==> src/rtl/regwin_pkg.sv <==
package regwin_pkg;

    localparam int BUS_BYTES = 8;
    localparam int BUS_W     = 8 * BUS_BYTES;

    typedef enum logic [2:0] {
        RG_CAPS   = 3'd0,
        RG_DEVST  = 3'd1,
        RG_MBOX   = 3'd2,
        RG_MEMDEV = 3'd3,
        RG_HOLE   = 3'd4
    } region_e;

    typedef struct packed {
        region_e        region;
        logic           fault;
        logic [7:0]     lanes;
    } decode_t;

    localparam logic [15:0] HDR_ID      = 16'h0000;
    localparam logic [7:0]  CAP_VER     = 8'h01;
    localparam logic [15:0] CAP_COUNT   = 16'd3;
    localparam logic [15:0] ID_DEVST    = 16'h0001;
    localparam logic [15:0] ID_MBOX     = 16'h0002;
    localparam logic [15:0] ID_MEMDEV   = 16'h4000;

    // memory-device status word: ready flag bit 1, media field bits [3:2]
    localparam int          MD_READY_BIT = 1;
    localparam int          MD_MEDIA_LSB = 2;
    localparam logic [1:0]  MD_MEDIA_OK  = 2'b01;

    function automatic logic [7:0] lane_mask(input logic [1:0] size, input logic [2:0] low);
        logic [8:0] span;
        span = (9'd1 << (4'd1 << size)) - 9'd1;
        return span[7:0] << low;
    endfunction

    function automatic logic is_misaligned(input logic [1:0] size, input logic [2:0] low);
        return ({1'b0, low} & ((4'd1 << size) - 4'd1)) != 4'd0;
    endfunction

    function automatic logic [BUS_W-1:0] lanes_to_bits(input logic [7:0] be);
        logic [BUS_W-1:0] m;
        for (int i = 0; i < BUS_BYTES; i++) m[8*i +: 8] = {8{be[i]}};
        return m;
    endfunction

endpackage

==> src/rtl/regwin_decode.sv <==
module regwin_decode
    import regwin_pkg::*;
#(
    parameter int ADDR_W    = 12,
    parameter int CAP_LEN   = 'h100,
    parameter int DEV_OFF   = 'h100,
    parameter int DEV_LEN   = 'h100,
    parameter int MB_OFF    = 'h400,
    parameter int MB_LEN    = 'h400,
    parameter int MD_OFF    = 'h800,
    parameter int MD_LEN    = 'h100,
    parameter int MB_NARROW = 8
) (
    input  logic [ADDR_W-1:0] addr,
    input  logic [1:0]        size,
    output decode_t           dec,
    output logic [ADDR_W-1:0] sub_off
);
    int   ai;
    int   base;
    logic narrow;

    always_comb begin
        ai   = int'(addr);
        base = 0;
        dec.region = RG_HOLE;
        if (ai < CAP_LEN) begin
            dec.region = RG_CAPS;
        end else if (ai >= DEV_OFF && ai < DEV_OFF + DEV_LEN) begin
            dec.region = RG_DEVST;
            base = DEV_OFF;
        end else if (ai >= MB_OFF && ai < MB_OFF + MB_LEN) begin
            dec.region = RG_MBOX;
            base = MB_OFF;
        end else if (ai >= MD_OFF && ai < MD_OFF + MD_LEN) begin
            dec.region = RG_MEMDEV;
            base = MD_OFF;
        end
        sub_off   = ADDR_W'(ai - base);
        narrow    = (dec.region == RG_MBOX) && (ai - MB_OFF < MB_NARROW);
        dec.fault = is_misaligned(size, addr[2:0]) || (narrow && size == 2'd3);
        dec.lanes = lane_mask(size, addr[2:0]);
    end
endmodule

==> src/rtl/regwin_rom.sv <==
module regwin_rom
    import regwin_pkg::*;
#(
    parameter int ADDR_W  = 12,
    parameter int DEV_OFF = 'h100,
    parameter int DEV_LEN = 'h100,
    parameter int MB_OFF  = 'h400,
    parameter int MB_LEN  = 'h400,
    parameter int MD_OFF  = 'h800,
    parameter int MD_LEN  = 'h100
) (
    input  region_e           region,
    input  logic [ADDR_W-4:0] word,
    output logic [BUS_W-1:0]  rdata
);
    localparam int N_CAPS = 3;
    localparam logic [15:0] ENT_ID  [N_CAPS] = '{ID_DEVST, ID_MBOX, ID_MEMDEV};
    localparam int          ENT_OFF [N_CAPS] = '{DEV_OFF, MB_OFF, MD_OFF};
    localparam int          ENT_LEN [N_CAPS] = '{DEV_LEN, MB_LEN, MD_LEN};

    localparam logic [BUS_W-1:0] HEADER =
        {16'h0, CAP_COUNT, 8'h0, CAP_VER, HDR_ID};
    localparam logic [BUS_W-1:0] MD_STATUS =
        (BUS_W'(MD_MEDIA_OK) << MD_MEDIA_LSB) | (BUS_W'(1) << MD_READY_BIT);

    logic [BUS_W-1:0] ent_lo [N_CAPS];
    logic [BUS_W-1:0] ent_hi [N_CAPS];

    for (genvar k = 0; k < N_CAPS; k++) begin : g_ent
        assign ent_lo[k] = {32'(ENT_OFF[k]), 8'h0, CAP_VER, ENT_ID[k]};
        assign ent_hi[k] = BUS_W'(ENT_LEN[k]);
    end

    always_comb begin
        rdata = '0;
        unique case (region)
            RG_CAPS: begin
                if (word == '0) rdata = HEADER;
                for (int k = 0; k < N_CAPS; k++) begin
                    if (int'(word) == 2*k + 2) rdata = ent_lo[k];
                    if (int'(word) == 2*k + 3) rdata = ent_hi[k];
                end
            end
            RG_MEMDEV: if (word == '0) rdata = MD_STATUS;
            default: rdata = '0;
        endcase
    end
endmodule

==> src/rtl/regwin_decoder.sv <==
module regwin_decoder
    import regwin_pkg::*;
#(
    parameter int ADDR_W    = 12,
    parameter int CAP_LEN   = 'h100,
    parameter int DEV_OFF   = 'h100,
    parameter int DEV_LEN   = 'h100,
    parameter int MB_OFF    = 'h400,
    parameter int MB_LEN    = 'h400,
    parameter int MD_OFF    = 'h800,
    parameter int MD_LEN    = 'h100,
    parameter int MB_NARROW = 8
) (
    input  logic              clk,
    input  logic              rst,
    input  logic              req_valid,
    input  logic              req_write,
    input  logic [ADDR_W-1:0] req_addr,
    input  logic [1:0]        req_size,
    input  logic [63:0]       req_wdata,
    output logic              rsp_valid,
    output logic              rsp_err,
    output logic [63:0]       rsp_rdata,
    output logic              mb_valid,
    output logic              mb_write,
    output logic [ADDR_W-1:0] mb_addr,
    output logic [1:0]        mb_size,
    output logic [7:0]        mb_be,
    output logic [63:0]       mb_wdata,
    input  logic [63:0]       mb_rdata
);
    localparam int SPAN     = MD_OFF + MD_LEN;
    localparam int WIN_SIZE = 1 << $clog2(SPAN);

    decode_t           dec;
    logic [ADDR_W-1:0] sub_off;
    logic [BUS_W-1:0]  rom_data;
    logic [BUS_W-1:0]  sel_data;

    regwin_decode #(
        .ADDR_W(ADDR_W), .CAP_LEN(CAP_LEN), .DEV_OFF(DEV_OFF), .DEV_LEN(DEV_LEN),
        .MB_OFF(MB_OFF), .MB_LEN(MB_LEN), .MD_OFF(MD_OFF), .MD_LEN(MD_LEN),
        .MB_NARROW(MB_NARROW)
    ) u_dec (
        .addr   (req_addr),
        .size   (req_size),
        .dec    (dec),
        .sub_off(sub_off)
    );

    regwin_rom #(
        .ADDR_W(ADDR_W), .DEV_OFF(DEV_OFF), .DEV_LEN(DEV_LEN),
        .MB_OFF(MB_OFF), .MB_LEN(MB_LEN), .MD_OFF(MD_OFF), .MD_LEN(MD_LEN)
    ) u_rom (
        .region(dec.region),
        .word  (sub_off[ADDR_W-1:3]),
        .rdata (rom_data)
    );

    initial begin
        if (WIN_SIZE > (1 << ADDR_W)) $error("window of %0d bytes exceeds address width", WIN_SIZE);
    end

    assign mb_valid = req_valid && !dec.fault && (dec.region == RG_MBOX);
    assign mb_write = req_write;
    assign mb_addr  = sub_off;
    assign mb_size  = req_size;
    assign mb_be    = dec.lanes;
    assign mb_wdata = req_wdata;

    always_comb begin
        sel_data = (dec.region == RG_MBOX) ? mb_rdata : rom_data;
        sel_data = sel_data & lanes_to_bits(dec.lanes);
    end

    always_ff @(posedge clk) begin
        if (rst) begin
            rsp_valid <= 1'b0;
            rsp_err   <= 1'b0;
            rsp_rdata <= '0;
        end else begin
            rsp_valid <= req_valid;
            rsp_err   <= req_valid && dec.fault;
            rsp_rdata <= (req_valid && !dec.fault && !req_write) ? sel_data : '0;
        end
    end
endmodule

==> config.mk <==
export PLATFORM = sky130hd
export DESIGN_NAME = regwin_decoder
export DESIGN_NICKNAME = d
export VERILOG_FILES = /design/src/rtl/regwin_pkg.sv /design/src/rtl/regwin_decode.sv /design/src/rtl/regwin_rom.sv /design/src/rtl/regwin_decoder.sv
export SDC_FILE = /design/constraint.sdc
export NUM_CORES = 1
export LEC_CHECK = 0
export ABC_AREA = 1
export CORE_AREA = 2 2 118 120
export DETAILED_ROUTE_END_ITERATION = 16
export DIE_AREA = 0 0 120 122
export PLACE_DENSITY = 0.77
export SYNTH_ARGS = -nofsm -noshare
export SYNTH_HDL_FRONTEND = slang
export SYNTH_HIERARCHICAL = 1
export SYNTH_SLANG_ARGS = --single-unit
==> constraint.sdc <==
create_clock -name clk -period 2.8 [get_ports clk]
set_clock_uncertainty 0.1 [all_clocks]
set_input_delay 0.42 -clock clk [delete_from_list [all_inputs] [get_ports clk]]
set_output_delay 0.42 -clock clk [all_outputs]
set_load 0.01 [all_outputs]
* Word level (Yosys, flattened, before mapping) *
Cells that the tools add are included.
Widths: inputs -> output; s select.

word-level totals
  bits in registers = 66
  output and inout bits = 154

operators by class
  $add $sub $neg = 4
  shift-type cells = 3
  reduce and logical (&&, ||, !) cells = 16
  bitwise gates (word level) = 3
  $lt $le $gt $ge = 8
  multiplexer cells = 18
  eq/ne operators = 9

operators by type and width
  cell                    count
  $pmux 64 s2             1
  $mux 44                 2
  $mux 43                 2
  $mux 41                 2
  $and 64x64->64          1
  $mux 64                 1
  $mux 12                 4
  $eq 9x4->1 const B      4
  $mux 34                 1
  $lt 32x5->1 const B     1
  $lt 12x12->1 const B    2
  $eq 9x3->1 const B      2
  $mux 3                  5
  $sub 12x11->13 const B  1
  $ge 12x11->1 const B    1
  $ge 12x12->1 const B    1
  $ge 12x9->1 const B     1
  $lt 12x10->1 const B    1
  $lt 12x9->1 const B     1
  $sub 12x12->12          1
  $logic_and 1x1->1       9
  $logic_not 9->1         1
  $shl 1x4->8 const A     1
  $shl 8x3->8             1
  12 further kinds        14

* Logic depth before layout (Yosys ltp) *
Gate-level depths: netlist of the first run.

  depth after elaboration = 18
  gate-level depth with buffers = 20
  gate-level depth less buffers = 20

* Cells and area by module *
The synthesis of the first run kept the hierarchy.

by module, submodules not included
  module          times used  area an instance (um^2)  cells each  seq. area each (um^2)
  regwin_decoder  1           3263.1                   492         1321.3
  regwin_rom      1           646.9                    100         0.0
  regwin_decode   1           626.9                    118         0.0

* Worst setup path after synthesis of the first run *
Ideal clock, no wire load.

  kind = input port to flip-flop
  from = input req_addr[10]
  to = register rsp_rdata[40]
  stages = 18
  required time = 2636 ps
  path slack = 208 ps
  path buffers = 1
  arrival time = 2428 ps
  library setup time = 64 ps
  path through = inv_1 > ha_1 > nor2_1 > inv_1 > ha_1 > a21oi_1 > nand3b_1 > nand2_1 > nor3_2 > inv_1 > nor2_1 > nand3_1 > nor2_1 > buf_4 > inv_1 > nand2_1 > nand2_1 > nor2_1

between the ends
  cells in the longest elaborated chain, start to end = 17
  elaborated cells on any way between the ends = 47

ends and longest elaborated chain
  what                                                 line                  text
  start: declaration                                   regwin_decoder.sv:18  input logic [ADDR_W-1:0] req_addr,
  $ge 12x12->1 / $lt 12x12->1 (equally long branches)  regwin_decode.sv:35   end else if (ai >= MD_OFF && ai < MD_OFF + MD_LEN) begin
  $logic_and 1x1->1                                    regwin_decode.sv:35
  $mux 12                                              regwin_decode.sv:35
  $mux 12                                              regwin_decode.sv:32   end else if (ai >= MB_OFF && ai < MB_OFF + MB_LEN) begin
  $mux 12                                              regwin_decode.sv:29   end else if (ai >= DEV_OFF && ai < DEV_OFF + DEV_LEN) begin
  $mux 12                                              regwin_decode.sv:27   if (ai < CAP_LEN) begin
  $sub 12x12->12 (*)                                   regwin_decode.sv:39   sub_off = ADDR_W'(ai - base);
  net mb_addr[11]                                      regwin_decoder.sv:26  output logic [ADDR_W-1:0] mb_addr,
  [... 3 more ...]                                     --
  $mux 43                                              regwin_rom.sv:40      if (int'(word) == 2*k + 2) rdata = ent_lo[k];
  $mux 43                                              regwin_rom.sv:41      if (int'(word) == 2*k + 3) rdata = ent_hi[k];
  $mux 44                                              regwin_rom.sv:40
  $mux 44 (*)                                          regwin_rom.sv:41
  $pmux 64 s2 (*)                                      regwin_rom.sv:36      unique case (region)
  net rom_data[40]                                     regwin_decoder.sv:37  logic [BUS_W-1:0] rom_data;
  $mux 64 (*)                                          regwin_decoder.sv:72  sel_data = (dec.region == RG_MBOX) ? mb_rdata : rom_data;
  $and 64x64->64 (*)                                   regwin_decoder.sv:73  sel_data = sel_data & lanes_to_bits(dec.lanes);
  end signal: assignment                               regwin_decoder.sv:84  rsp_rdata <= (req_valid && !dec.fault && !req_write) ? sel_data : '0;
  end: declaration                                     regwin_decoder.sv:23  output logic [63:0] rsp_rdata,

The timed path passes the listed nets; every way through them passes the cells marked *.
A chain may end at the register's enable or synchronous reset.

* Worst setup path in the final report of the first run *
  from = input req_size[1]
  to = output mb_be[7]

between the ends
  cells in the longest elaborated chain, start to end = 4

ends and longest elaborated chain
  what                line                  text
  start: declaration  regwin_decoder.sv:19  input logic [1:0] req_size,
  $shl 1x2->4         regwin_pkg.sv:34      span = (9'd1 << (4'd1 << size)) - 9'd1;
  $shl 1x4->8         regwin_pkg.sv:34
  $sub 8x1->8         regwin_pkg.sv:34
  $shl 8x3->8         regwin_pkg.sv:35      return span[7:0] << low;
  end: declaration    regwin_decoder.sv:28  output logic [7:0] mb_be,

Every way passes these cells.

==> results of run 1 <==
==> sequential cells by signal (all words and copies together) (netlist names) <==
name	count
rsp_rdata	64
rsp_valid	1
rsp_err	1
==> metrics by stage <==
step,setup WS (ns),setup TNS (ns),cell area [sq um]
CTS,0.00235,0,6300
detailed placement,-0.473,-12.93,5970
finish,0.170,0,6380
global route,-0.0110,-0.0110,6380
global placement,-0.386,-9.69,5970
floorplan,0.208,0,4730
==> cell usage in the layout, fill, tap and decap left out, types with 4 or more instances in the layout <==
cell / count
nand2_1: 164
clkdlybuf4s50_1: 157
nor2_1: 149
inv_1: 100
dfxtp_1: 66
conb_1: 52
buf_4: 47
nand3_1: 13
nor2_4: 12
inv_2: 9
clkbuf_16: 9
nor2_2: 8
a21oi_1: 6
ha_1: 6
clkbuf_2: 5
dlymetal6s2s_1: 4
==> synthesized netlist by cell type (all sizes together) <==
master	count
a22oi	1
inv	109
clkinv	2
o21ai	2
nor2	169
xnor2	1
clkbuf	1
nor3	5
a21oi	9
a211oi	1
dfxtp	66
nand4	3
o2bb2ai	1
conb	1
nand3	15
nand3b	2
ha	10
buf	145
nand2	166
o22ai	1
==> worst max path at each step <==
stage,from,depth (start not counted),to
floorplan,req_addr[10],18,rsp_rdata[40]
global placement,req_addr[10],18,rsp_rdata[40]
detailed placement,req_addr[10],19,rsp_rdata[40]
CTS,req_size[0],10,mb_valid
global route,req_addr[8],19,rsp_rdata[0]
finish,req_size[1],10,mb_be[7]
==> per-layer routing <==
layer / up-vias / global-route usage [%] / share of wire, % / routed length [microns]
met5: - / 0 / 0 / 0
met3: 43 / 5.34 / 7.8 / 919
li1: 2158 / - / - / -
met2: 136 / 27.7 / 51 / 6060
met1: 1611 / 16.1 / 37 / 4370
met4: 0 / 7.28 / 3.6 / 424
==> power by group <==
part	switching, uW	internal (uW)
clock	407	800
combinational	275	276
sequential	2.31	949
total	684	2030
==> logic make-up (layout without fill, tap and decap cells) <==
logic type      Yosys count  count (layout)  synth area share [%]
simple gates            360             360                  33.5
buf+inv                 257             346                  32.4
flops                    66              66                  29.1
compound gates           15              15                  1.88
fa+ha+maj                10              10                  2.76
other cells               1              52                0.0827
xor+xnor                  1               1                 0.193
==> repair_timing <==
action                                  in CTS  in global routing
resized for setup                           21                 31
pin swaps                                    1                 11
setup buffers                                0                  2
endpoints found under the setup margin      13                 32
==> cell type report <==
class	count	share of cell area, %
multi-input cells	438	31.9
flip-flops and latches	66	20.7
well taps	180	3.53
inverters	111	6.53
clock buffers	11	3.80
repair buffers	219	32.3
clock inverters	5	1.21
==> metrics, run 1 <==
Final Util=47.3%; vias per inst=3.83; Critical Path Source Type=input pin; Die ar.=14600 sq um; Layout Cells excl Fill=1030; status=finished clean; Pre-antenna DRT Iters=4; Critical Path RT=2.28 ns; Nets=1001; Hold Path Depth=2; final setup vio count=0; vias in the first global route=3381; # fillers=1327; Crit-path slowest cell=clkdlybuf4s50_1; sequential area share after synthesis=29.1%; Arr. time, crit path=2.11 ns; Area Growth Syn to Fin=40.7%; Synthesis Warnings=6; CP endpoint kind=output pin; Post-Syn Instances=710; wire per inst=11.4 microns; final wirelength=11800 microns; CTS tree=yes; Die Ht=122 microns; period utilisation layout=93.9%; Inst Count DP=1012; gr usage total=15.4%; family with the most delay on the worst path=buffers and inverters; Hold WC Path Type=in -> reg; overall power=2710 uW; mean post-synth cell area=6.39 sq um; crit path kind=in -> out; Yosys top cell area share=29.1%; CP Buf/Inv Count=3; leakage power=0.00295 uW; largest net degree at the start of global routing=81; GPL Wtd Cong=0.796; Final Critical Period=2.63 ns; initial antenna violation count=0; Hold Crit Start=rst; #FFs+latches synth=66; crit-path max cell delay=0.47 ns; max-cap violation count=0; CTS Hold Buffers Added=0; first-pass GRT wire length=17300 microns; Cell Pwr Density=424 nW/um^2; num ports=300; Detailed Route Iter0 Violations=142; Die X-Extent=120 microns; core area=13500 sq um; std cell rows=43; Antenna Cells=0; library cells used by synthesis=27; half-perimeter wire length after placement=9450 microns; Post-Synthesis Cell Area=4540 sq um; initial core utilization=33.6%; Final Hold Violating Endpoints=0; synth top area cells=dfxtp_1, buf_4, nand2_1; most used cell, CP=nand3_1; Sink Count=66; clock root buffer=clkbuf_16; CTS buffer count=9; final max-slew violation count=0; Seq. cell area=1320 sq um; post-route antenna net violation count=0; worst hold endpoint=rsp_err; PortBufs=171; H-tree depth=3; max frequency=0.380 GHz; Critical Path, Cell by Cell=clkdlybuf4s50_1 -> nor2_2 -> inv_2 -> ha_1 -> nand3_1 -> nand3_1 -> nand3_1 -> nand3_1 -> nand2_1 -> clkdlybuf4s15_1; final global-route overflow total=0; area of the multi-input gates=2040 sq um; DRC errors left=0; largest area contributor in the netlist=dfxtp_1; routed vias=3948; CTS clock-pin slew for the worst setup and hold paths=0.06 ns; share of layout cells above drive strength 1=13.5%; critical-path maximum fanout=4; worst hold slack=0.565 ns; peak supply drop=270 uV; Longest Clk Path Bufs=2
Note: power is estimated with default switching activity, not from simulation.
==> run 2, diff against run 1 <==
CTS_CLUSTER_SIZE = 24   (was default)
==> results of run 2 <==
No change in the layout: final DEF, timing and power equal those of run 1.
==> run 3, diff against run 2 <==
clock period = 2.5 ns   (was 2.8 ns; I/O delays follow)
==> run 3 against run 2 <==
Effect of this change: final area rose by 1.4%; clock power increased by 14%; core utilization grew 0.66 points; die area did not move; via count is 2.5% higher; largest power group unchanged; highest routed layer unchanged.
==> metrics, run 3 (synthesis results as in run 1) <==
status=finished clean; final wirelength=12400 microns (+5.5%); largest net degree at the start of global routing=36 (-56%); Final Hold Violating Endpoints=0 (unchanged); registers with the most flip-flops=rsp_rdata (64), rsp_err (1), rsp_valid (1); CTS tree=yes; post-route antenna net violation count=0 (unchanged); crit path kind=in -> out; num ports=300 (unchanged); CTS Hold Buffers Added=0 (unchanged); worst hold slack=0.526 ns (-0.0384 ns); H-tree depth=3 (unchanged); critical-path maximum fanout=6 (+2); Final Util=47.9% (+0.66 points); share of layout cells above drive strength 1=16.0% (+2.4 points); Critical Path RT=2.03 ns (-0.25 ns); period utilisation layout=96.9%; Cell Pwr Density=479 nW/um^2 (+13%); Detailed Route Iter0 Violations=105 (-26%); Hold WC Path Type=in -> reg; placed cell area=6020 sq um (+0.82%); max-cap violation count=0 (unchanged); Sw Ratio=25.9% (+0.69 points); Longest Clk Path Bufs=2 (unchanged); CTS clock-pin slew for the worst setup and hold paths=0.06 ns (about the same); leakage power=0.00299 uW (+1.4%); RSZ-0062 raised after global routing=no; DRC errors left=0 (unchanged); commonest non-fill, non-tap cell in the layout=nand2_1; Biggest register=rsp_rdata; sequential power share=34.3% (-0.8 points); Clock Power Share=44.5% (about the same); final global-route overflow total=0 (unchanged); core area=13500 sq um (unchanged); max reg flops=64 (unchanged); design area=6470 sq um (+1.4%); initial core utilization=33.6% (unchanged); most frequent cells in the layout=nand2_1, clkdlybuf4s50_1, nor2_1; initial antenna violation count=0 (unchanged); CTS buffer count=9 (unchanged); switching pwr=804 uW (+18%); Pre-antenna DRT Iters=5 (+1); wire per inst=12.0 microns (+4.7%); vias per inst=3.90 (+1.7%); area of the multi-input gates=2050 sq um (+0.37%); gr usage total=16.1% (+0.70 points); Critical Path Source Type=input pin; Seq. cell area=1320 sq um (unchanged); GPL Wtd Cong=0.795 (-0.13%); std cell rows=43 (unchanged); crit-path max cell delay=0.54 ns (+0.07 ns); Sink Count=66 (unchanged); Die ar.=14600 sq um (unchanged); Arr. time, crit path=1.95 ns (-0.16 ns); routed vias=4047 (+2.5%); Critical Path, Cell by Cell=clkdlybuf4s50_1 -> buf_4 -> nor2_2 -> nor3_1 -> buf_4 -> clkdlybuf4s50_1; half-perimeter wire length after placement=9870 microns (+4.5%); Nets=1009 (+0.80%); Die Ht=122 microns (unchanged); Crit-path slowest cell=clkdlybuf4s50_1; final max-slew violation count=0 (unchanged); final worst slack=0.0763 ns (-0.0932 ns); final setup vio count=0 (unchanged); PortBufs=171 (unchanged); first-pass GRT wire length=18100 microns (+4.7%); overall power=3100 uW (+14%); Final Critical Period=2.42 ns; Die X-Extent=120 microns (unchanged); Place WS=-0.657 ns (-0.184 ns); CP endpoint kind=output pin; peak supply drop=326 uV (+20%); Pint=2300 uW (+13%); Antenna Cells=0 (unchanged); vias in the first global route=3626 (+7.2%); max frequency=0.413 GHz; clock root buffer=clkbuf_16; # fillers=1359 (+2.4%); Area Growth Syn to Fin=42.7%; combinational share of power=21.2% (+0.9 points)
[run 3: changes by cell type in the layout (fill, tap and decap cells not counted), sizes merged]
| cell | delta |
|---|---|
| dlymetal6s2s | -1 |
| clkbuf | -1 |
| buf | +8 |
| clkdlybuf4s50 | -4 |
| dlygate4sd2 | +5 |
| clkinv | +1 |
[run 3: power groups by stage]
stage / clock network, uW / registers, uW / logic (uW)
after floorplan: 0 / 1090 / 467
after global placement: 0 / 1090 / 629
final: 1380 / 1060 / 656
after global routing: 1450 / 1070 / 731
after CTS: 1410 / 1060 / 645
after detailed placement: 0 / 1090 / 635
[run 3: per-stage QoR]
step                      TNS (ns)  std cells
after floorplan                  0        761
after global placement      -28.36       1015
after detailed placement    -31.91       1015
after CTS                        0       1036
after global routing             0       1038
final                            0       1038
[run 3: worst paths after layout]
check | startpoint | to | slack, ns | cells after the start
setup / recovery | req_addr[0] | mb_be[1] | 0.08 | 6
hold / removal | mb_rdata[6] | rsp_rdata[6] | 0.53 | 3
[run 3: cell type report]
type,count,area share [%]
flip-flops and latches,66,20.4
inverters,111,6.44
clock buffers,10,3.69
repair buffers,227,33.0
well taps,180,3.48
clock inverters,6,1.39
multi-input cells,438,31.6
[run 3: worst max-delay path: cells and delay by family]
kind | cells | cell delay, ns
buffers and inverters | 4 | 1.40
AND/OR/NAND/NOR | 2 | 0.18
[run 3: metal layers]
metal | up-vias | share of wire, % | global-route usage, %
met3 | 41 | 6.4 | 3.93
met2 | 146 | 54 | 31.5
met4 | 0 | 3.5 | 8.16
met5 | - | 0 | 0
met1 | 1686 | 36 | 15.5
li1 | 2174 | - | -
[run 3: timing repair]
item,in CTS,in global routing
resized for setup,33,34
endpoints found under the setup margin,64,42
buffers inserted,5,2
pin swaps,8,17
